$ cat config.mk
export PLATFORM = sky130hd
export DESIGN_NAME = cmp4_timer
export DESIGN_NICKNAME = d
export VERILOG_FILES = /design/src/rtl/tmr4_pkg.sv /design/src/rtl/tmr4_edge_det.sv /design/src/rtl/tmr4_counter.sv /design/src/rtl/tmr4_cmp_chan.sv /design/src/rtl/cmp4_timer.sv
export SDC_FILE = /design/constraint.sdc
export NUM_CORES = 1
export LEC_CHECK = 0
export CAP_MARGIN = 20
export CORE_UTILIZATION = 59
export CTS_CLUSTER_SIZE = 16
export DETAILED_ROUTE_END_ITERATION = 10
export PLACE_DENSITY = 0.79
export SYNTH_ARGS = -nofsm -noshare
export SYNTH_HDL_FRONTEND = slang
export SYNTH_SLANG_ARGS = --single-unit
$ cat constraint.sdc
create_clock -name clk -period 5.1 [get_ports clk]
set_clock_uncertainty 0.2 [all_clocks]
set_input_delay 0.765 -clock clk [delete_from_list [all_inputs] [get_ports clk]]
set_output_delay 0.765 -clock clk [all_outputs]
set_load 0.01 [all_outputs]
$ cat src/rtl/tmr4_pkg.sv
package tmr4_pkg;
   typedef enum logic [1:0] {
      EDGE_NONE = 2'b00,
      EDGE_RISE = 2'b01,
      EDGE_FALL = 2'b10,
      EDGE_BOTH = 2'b11
   } edge_sel_e;

   localparam int unsigned REG_CTRL   = 0;
   localparam int unsigned REG_COUNT  = 1;
   localparam int unsigned REG_PINSEL = 2;
   localparam int unsigned REG_CMP0   = 4;

   localparam int unsigned CTRL_RUN  = 0;
   localparam int unsigned CTRL_EXT  = 1;
   localparam int unsigned CTRL_ESEL = 2;
   localparam int unsigned CTRL_W    = 4;

   function automatic logic edge_seen(logic cur, logic prev, edge_sel_e sel);
      logic r;
      unique case (sel)
         EDGE_RISE: r = cur & ~prev;
         EDGE_FALL: r = ~cur & prev;
         EDGE_BOTH: r = cur ^ prev;
         default:   r = 1'b0;
      endcase
      return r;
   endfunction
endpackage

$ cat src/rtl/tmr4_edge_det.sv
module tmr4_edge_det
   import tmr4_pkg::*;
#(
   parameter bit REGISTERED = 1'b1
) (
   input  logic      clk,
   input  logic      rst_n,
   input  logic      sig_i,
   input  edge_sel_e sel_i,
   output logic      hit_o
);
   logic prev_q;

   always_ff @(posedge clk or negedge rst_n) begin
      if (!rst_n) prev_q <= 1'b0;
      else        prev_q <= sig_i;
   end

   generate
      if (REGISTERED) begin : g_reg
         logic hit_q;
         always_ff @(posedge clk or negedge rst_n) begin
            if (!rst_n) hit_q <= 1'b0;
            else        hit_q <= edge_seen(sig_i, prev_q, sel_i);
         end
         assign hit_o = hit_q;


         none_quiet_chk: assert property (@(posedge clk) disable iff (!rst_n)
            (sel_i == EDGE_NONE) |=> !hit_o);
      end else begin : g_comb
         assign hit_o = edge_seen(sig_i, prev_q, sel_i);
      end
   endgenerate
endmodule

$ cat src/rtl/tmr4_counter.sv
module tmr4_counter #(
   parameter int unsigned CNT_W = 16
) (
   input  logic             clk,
   input  logic             rst_n,
   input  logic             run_i,
   input  logic             adv_i,
   output logic [CNT_W-1:0] cnt_o,
   output logic [CNT_W-1:0] nxt_o
);
   logic [CNT_W-1:0] cnt_q;

   assign nxt_o = cnt_q + 1'b1;
   assign cnt_o = cnt_q;

   always_ff @(posedge clk or negedge rst_n) begin
      if (!rst_n)      cnt_q <= '1;
      else if (!run_i) cnt_q <= '1;
      else if (adv_i)  cnt_q <= nxt_o;
   end


   hold_chk: assert property (@(posedge clk) disable iff (!rst_n)
      (run_i && !adv_i) |=> $stable(cnt_q));


   wrap_chk: assert property (@(posedge clk) disable iff (!rst_n)
      (run_i && adv_i && (cnt_q == '1)) |=> (cnt_q == '0));
endmodule

$ cat src/rtl/tmr4_cmp_chan.sv
module tmr4_cmp_chan #(
   parameter int unsigned CNT_W = 16
) (
   input  logic             clk,
   input  logic             rst_n,
   input  logic             wr_i,
   input  logic [CNT_W-1:0] wdata_i,
   input  logic             run_i,
   input  logic             adv_i,
   input  logic [CNT_W-1:0] nxt_i,
   output logic [CNT_W-1:0] ccr_o,
   output logic             irq_o
);
   logic [CNT_W-1:0] ccr_q;
   logic [CNT_W-1:0] shadow_q;
   logic             irq_q;

   always_ff @(posedge clk or negedge rst_n) begin
      if (!rst_n) begin
         ccr_q    <= '0;
         shadow_q <= '0;
         irq_q    <= 1'b0;
      end else begin
         if (wr_i) ccr_q <= wdata_i;
         shadow_q <= ccr_q;
         irq_q    <= adv_i && (nxt_i == shadow_q);
      end
   end

   assign ccr_o = ccr_q;
   assign irq_o = irq_q;


   stopped_quiet_chk: assert property (@(posedge clk) disable iff (!rst_n)
      !run_i |=> !irq_o);


   shadow_lag_chk: assert property (@(posedge clk) disable iff (!rst_n)
      (wr_i ##1 !wr_i) |=> (shadow_q == $past(wdata_i, 2)));


   single_pulse_chk: assert property (@(posedge clk) disable iff (!rst_n)
      (irq_o && $stable(shadow_q)) |=> !irq_o);
endmodule

$ cat src/rtl/cmp4_timer.sv
module cmp4_timer
   import tmr4_pkg::*;
#(
   parameter int unsigned CNT_W  = 16,
   parameter int unsigned N_CH   = 4,
   parameter int unsigned N_PIN  = 4,
   parameter int unsigned ADDR_W = 3
) (
   input  logic              clk,
   input  logic              rst_n,
   input  logic              tick_en,
   input  logic              evt_in,
   input  logic [N_PIN-1:0]  pin_in,
   input  logic              wr_en,
   input  logic [ADDR_W-1:0] addr,
   input  logic [CNT_W-1:0]  wdata,
   output logic [CNT_W-1:0]  rdata,
   output logic [N_CH-1:0]   cmp_irq,
   output logic [N_PIN-1:0]  pin_edge
);
   localparam int unsigned PSEL_W = 2 * N_PIN;
   localparam logic [ADDR_W-1:0] A_CTRL  = ADDR_W'(REG_CTRL);
   localparam logic [ADDR_W-1:0] A_COUNT = ADDR_W'(REG_COUNT);
   localparam logic [ADDR_W-1:0] A_PSEL  = ADDR_W'(REG_PINSEL);

   generate
      if (CNT_W < CTRL_W) begin : g_bad_width
         $error("cmp4_timer: CNT_W must hold the control word");
      end
      if (REG_CMP0 + N_CH > (1 << ADDR_W)) begin : g_bad_map
         $error("cmp4_timer: compare channels do not fit the address space");
      end
      if (PSEL_W > CNT_W) begin : g_bad_psel
         $error("cmp4_timer: pin selections do not fit one register");
      end
   endgenerate

   logic [CTRL_W-1:0] ctrl_q;
   logic [PSEL_W-1:0] psel_q;
   logic              run, src_ext, evt_hit, adv;
   logic [CNT_W-1:0]  cnt, nxt;
   logic [CNT_W-1:0]  ccr_arr [N_CH];

   always_ff @(posedge clk or negedge rst_n) begin
      if (!rst_n) begin
         ctrl_q <= '0;
         psel_q <= '0;
      end else if (wr_en) begin
         if (addr == A_CTRL) ctrl_q <= wdata[CTRL_W-1:0];
         if (addr == A_PSEL) psel_q <= wdata[PSEL_W-1:0];
      end
   end

   assign run     = ctrl_q[CTRL_RUN];
   assign src_ext = ctrl_q[CTRL_EXT];

   tmr4_edge_det #(.REGISTERED(1'b0)) u_evt_det (
      .clk   (clk),
      .rst_n (rst_n),
      .sig_i (evt_in),
      .sel_i (edge_sel_e'(ctrl_q[CTRL_ESEL +: 2])),
      .hit_o (evt_hit)
   );

   assign adv = run && (src_ext ? evt_hit : tick_en);

   tmr4_counter #(.CNT_W(CNT_W)) u_cnt (
      .clk   (clk),
      .rst_n (rst_n),
      .run_i (run),
      .adv_i (adv),
      .cnt_o (cnt),
      .nxt_o (nxt)
   );

   generate
      for (genvar k = 0; k < N_CH; k++) begin : g_ch
         localparam logic [ADDR_W-1:0] A_CMP = ADDR_W'(REG_CMP0 + k);
         tmr4_cmp_chan #(.CNT_W(CNT_W)) u_ch (
            .clk     (clk),
            .rst_n   (rst_n),
            .wr_i    (wr_en && (addr == A_CMP)),
            .wdata_i (wdata),
            .run_i   (run),
            .adv_i   (adv),
            .nxt_i   (nxt),
            .ccr_o   (ccr_arr[k]),
            .irq_o   (cmp_irq[k])
         );
      end

      for (genvar p = 0; p < N_PIN; p++) begin : g_pin
         tmr4_edge_det #(.REGISTERED(1'b1)) u_pin_det (
            .clk   (clk),
            .rst_n (rst_n),
            .sig_i (pin_in[p]),
            .sel_i (edge_sel_e'(psel_q[2*p +: 2])),
            .hit_o (pin_edge[p])
         );
      end
   endgenerate

   always_comb begin
      rdata = '0;
      if (addr == A_CTRL)       rdata = CNT_W'(ctrl_q);
      else if (addr == A_COUNT) rdata = run ? cnt : '0;
      else if (addr == A_PSEL)  rdata = CNT_W'(psel_q);
      for (int k = 0; k < N_CH; k++) begin
         if (addr == ADDR_W'(REG_CMP0 + k)) rdata = ccr_arr[k];
      end
   end


   count_ro_chk: assert property (@(posedge clk) disable iff (!rst_n)
      (wr_en && (addr == A_COUNT) && run && !adv) |=> $stable(cnt));
endmodule

* After elaboration in Yosys (flattened, before gate mapping) *
Cells that the tools add are included.

word-level totals
  bits of input ports = 28
  word-level logic and storage cells = 104
  bits in registers = 169

operators by class
  reduce and logical (&&, ||, !) cells = 12
  mux-type cells = 16
  add/sub/neg operators = 1
  bitwise logic cells = 25
  equality and inequality tests = 26

operator list
  kind                                                   number
  two-way mux 16 bit                                     9
  equality test 16 bit                                   4
  equality test 2 bit, second input constant             10
  adder 16 x 1 -> 16 bit, second input constant          1
  case mux 1 bit (3 select lines)                        5
  equality test 3 bit, second input constant             4
  bitwise AND 1 bit                                      10
  equality test 2 x 1 -> 1 bit, second input constant    5
  inverter 1 bit                                         10
  logical AND 1 bit                                      9
  two-way mux 8 bit                                      1
  bitwise XOR 1 bit                                      5
  AND reduction 2 bit                                    2
  equality test 3 x 1 -> 1 bit, second input constant    1
  equality test 3 x 2 -> 1 bit, second input constant    1
  zero test 3 bit                                        1
  inequality test 2 x 1 -> 1 bit, second input constant  1
  two-way mux 1 bit                                      1

* Depth between registers and ports, before layout *
  depth in word-level cells = 8
  depth in mapped cells = 9
  depth with buffers taken out = 8

* Cells and area by module *
Synthesis repeated with hierarchy kept, for this count alone.

second synthesis, totals
  cell total of the unflattened synthesis = 619
  area total of the unflattened synthesis = 7,891.3 um2

by module, submodules not included
  module                                   area an instance (um2)  instances  cells each
  tmr4_cmp_chan                            1,197.4                 4          73
  cmp4_timer                               1,443.9                 1          153
  tmr4_counter                             1,138.6                 1          120
  tmr4_edge_det at g_pin[0].u_pin_det ...  108.9                   4          11
  tmr4_edge_det at u_evt_det               83.8                    1          10

* Worst setup path before layout *
Ideal clock, no wire load.

  path type = input -> output
  start = in addr[2]
  end = out rdata[11]
  required time = 4,135 ps
  stages = 8
  path slack = 1,871 ps
  arrival = 2,264 ps
  path buffers = 4
  cells stage by stage = clkbuf_1 clkbuf_1 buf_1 clkbuf_1 nand2_1 o21ai_0 a22oi_1 o22ai_1

on the way
  word-level cells in the longest chain between the ends = 7
  elaborated cells on any way between the ends = 12

RTL lines
  what                             RTL line           source
  start, declared                  cmp4_timer.sv:15   input logic [ADDR_W-1:0] addr,
  equality test 3 x 1 -> 1 bit     cmp4_timer.sv:106  else if (addr == A_COUNT) rdata = run ? cnt : '0;
  two-way mux 16 bit               cmp4_timer.sv:106
  two-way mux 16 bit               cmp4_timer.sv:105  if (addr == A_CTRL) rdata = CNT_W'(ctrl_q);
  two-way mux 16 bit (3 in a row)  cmp4_timer.sv:109  if (addr == ADDR_W'(REG_CMP0 + k)) rdata = ccr_arr[k];
  two-way mux 16 bit (*)           cmp4_timer.sv:109
  end, declared                    cmp4_timer.sv:17   output logic [CNT_W-1:0] rdata,

Every way passes the cells marked *; elsewhere a longest branch is shown, timed or not.

* Worst setup path after layout *
  start = in addr[1]
  end = out rdata[6]

on the way
  word-level cells in the longest chain between the ends = 8
  elaborated cells on any way between the ends = 14

RTL lines
  what                             RTL line           source
  equality test 3 x 2 -> 1 bit     cmp4_timer.sv:107  else if (addr == A_PSEL) rdata = CNT_W'(psel_q);
  two-way mux 8 bit                cmp4_timer.sv:107
  two-way mux 16 bit               cmp4_timer.sv:106
  two-way mux 16 bit               cmp4_timer.sv:105
  two-way mux 16 bit (3 in a row)  cmp4_timer.sv:109
  two-way mux 16 bit (*)           cmp4_timer.sv:109

Marked as above.

==> flow_metrics.tcl <==
set metrics [dict create \
    outcome "finished, final reports clean" \
    syn2layout_area_growth_pct 13.47 \
    slew_headroom_pct 31.95 \
    die_area_um2 14850 \
    yosys.area.top_type "dfrtp_1" \
    holdWs_ns 0.2010 \
    clk_latency_ns 0.43 \
    cp.buffers_inverters 3 \
    sw_frac_of_total_pct 41.07 \
    arrival_ns 3.40 \
    vias 6139 \
    cts_hold_buf 0 \
    fin_crit_ns 4.364 \
    cts_resized 0 \
    fin_setup_tns_ns 0 \
    setup_ws_ns 0.7361 \
    num_antenna_cells 0 \
    detail_route.wl_per_cell_um 22.39 \
    fin_total_pwr_w 0.006041 \
    cts_max_path_buffers 2 \
    gr-total-overflow 0 \
    synth_cell_types 71 \
    synth_top_cell_area_share_pct 45.15 \
    syn_nets 784 \
    drtIter0Drc 581 \
    dpl.hpwl_um 15480 \
    required_ns 4.14 \
    crit_family "buffers and inverters" \
    drive_above_1_share_pct 19.57 \
    syn-mean-instance-area_um2 11.38 \
    synth_common_cells "dfrtp_1, mux2_2, nand2_1" \
    tightest_slew_ns 1.018 \
    hold_violations 0 \
    die_w_um 121.9 \
    pwr-share-seq_pct 35.7 \
    root_buffer "clkbuf_16" \
    ys_async_sr_fraction_pct 100.0 \
    yosysWarnings 0 \
    finalCritPeriodShare_pct 85.57 \
    synth.cell_area_um2 8479 \
    grt_pass1_wl_um 34150 \
    multi_input_area_um2 3874 \
    rsz0062_at_grt "false" \
    tritoncts "built" \
    slowest_stage "clkdlybuf4s50_1" \
    max_stage_delay_ns 0.80 \
    yosys_most_used_dff "dfrtp_1" \
    coreArea_um2 13930 \
    critPathCaptureType "primary output" \
    ys_seq_elements 169 \
    critical_path.cell_chain "clkdlybuf4s50_1 > nor2b_1 > nand2_1 > nor2_1 > a222oi_1 > inv_1 > clkdlybuf4s50_1" \
    maxSlewViolCount 0 \
    num_io_pins 52 \
    first_pass_iters 7 \
    nFillCells 995 \
    h-tree-depth 4 \
    syn_inst 745 \
    crit_fanout 15 \
    route.detailed.drc 0 \
    synth.area.top_cells "dfrtp_1, mux2_2, xnor2_1" \
    p_leak_nw 4.058 \
    fp.dieH_um 121.9 \
    path_class "input port to primary output" \
    port_buffers 51 \
    clockPowerShare_pct 21.0 \
    synth-seq-area-share_pct 50.11 \
    avgViaCountPerCell 6.381 \
    row_count 43 \
    cpMostUsedCell "clkdlybuf4s50_1" \
    grt_usage_pct 31.50 \
    layout.nets 808 \
    synth-edff-count 0 \
    register_area_um2 4249 \
    setup_violations 0 \
    place_ws_ns 0.8392 \
    clk_pin_slew_ns 0.06 \
    post_cts_buffers 0 \
    synth_most_common_cell "dfrtp_1" \
    numCtsBuffers 17 \
    cap_violations 0 \
    clock-sinks 169 \
    grt_max_degree 101 \
    hold_class "flip-flop to flip-flop" \
    antenna_found_initial 0 \
    ir_drop_v 0.0003285 \
    drt_wl_total_um 21540 \
    critPathLaunchType "input port" \
    switching_power_w 0.002481 \
    start_util_pct 60.85 \
    combPwrFrac_pct 43.3 \
    grt_pass1_vias 6025 \
    power.internal_w 0.003560 \
    place.gp.congestion 0.9308 \
    ant_nets 0 \
    cellPowerDensity_nw_per_um2 627.9 \
    max_freq_mhz 229.2 \
]
-- power groups by stage --
stage	Clock, W	Sequential [W]	Combinational, W
4_1_cts	0.00128	0.00214	0.00259
5_1_grt	0.00134	0.00219	0.00282
3_3_place_gp	0	0.00214	0.00253
2_1_floorplan	0	0.00187	0.00214
3_5_place_dp	0	0.00216	0.00257
6_report	0.00127	0.00216	0.00262
-- stage by stage --
| stage | instance area [um^2] | util [%] | std cells |
|---|---|---|---|
| after global routing | 9622 | 69.05 | 962 |
| final | 9622 | 69.05 | 962 |
| after CTS | 9617 | 69.01 | 961 |
| after floorplan | 8479 | - | 745 |
| after detailed placement | 9030 | 64.80 | 929 |
| after global placement | 9030 | 64.80 | 929 |
-- per-layer routing --
| layer | track usage [%] | share of wire (%) | up-vias |
|---|---|---|---|
| met5 | 0 | 0 | - |
| met4 | 11.65 | 2.4 | 0 |
| met3 | 6.788 | 8.7 | 45 |
| met2 | 46.47 | 46 | 288 |
| met1 | 45.73 | 43 | 3084 |
| li1 | - | - | 2722 |
-- sequential cells by signal (all words and copies together), names as in the netlist --
signal	flops
g_ch.u_ch.ccr_o	64
g_ch.u_ch.shadow_q	64
u_cnt.cnt_o	16
psel_q	8
ctrl_q	4
g_ch.u_ch.irq_o	4
g_pin.u_pin_det.hit_o	4
g_pin.u_pin_det.prev_q	4
u_evt_det.prev_q	1
-- layout by cell type (no fill, tap or decap), drive strengths merged, types with 9 or more instances in the layout --
cell and instances:
a21oi 14, ha 11, dfstp 16, xor2 19, o21ai 46, nor3 9, clkdlybuf4s50 50, buf 11
o211ai 9, and3 11, nand2 59, dfrtp 153, nor2b 14, nor4 10, inv 31, clkbuf 17
nor2 11, xnor2 52, mux2i 20, mux2 79, nand4 10, nand3 18, o22ai 9
-- cell families after synthesis --
kind of cell | count (synthesis) | share of synthesized area [%]
and+or+nand+nor | 177 | 12.11
DFF | 169 | 50.11
AOI/OAI and AO/OA | 134 | 10.68
muxes | 100 | 13.12
buffers and inverters | 80 | 4.205
xor gates and xnor gates | 74 | 8.145
adders and majority gates | 11 | 1.623
-- layout make-up --
cell class | count | share of cell area, %
well taps | 180 | 2.341
clock inverters | 15 | 1.678
inverters | 24 | 0.9363
repair buffers | 61 | 6.203
clock buffers | 17 | 4.421
flip-flops and latches | 169 | 44.16
multi-input cells | 496 | 40.26
-- final timing paths --
| check | cells past startpoint | endpoint | slack, ns | from |
|---|---|---|---|---|
| min | 0 | g_ch[0].u_ch.shadow_q[1]$_DFF_PN0_ | 0.20 | g_ch[0].u_ch.ccr_o[1]$_DFFE_PN0P_ |
| max | 7 | rdata[6] | 0.74 | addr[1] |
| min in group asynchronous | 1 | g_ch[1].u_ch.shadow_q[8]$_DFF_PN0_ | 0.21 | rst_n |
| max reg2reg | 7 | g_ch[3].u_ch.irq_o$_DFF_PN0_ | 1.80 | u_cnt.cnt_o[0]$_DFFE_PN1P_ |
| max in group asynchronous | 2 | u_cnt.cnt_o[1]$_DFFE_PN1P_ | 3.46 | rst_n |
| min reg2reg | 0 | g_ch[0].u_ch.shadow_q[1]$_DFF_PN0_ | 0.20 | g_ch[0].u_ch.ccr_o[1]$_DFFE_PN0P_ |
(Power assumes the default switching activity.)
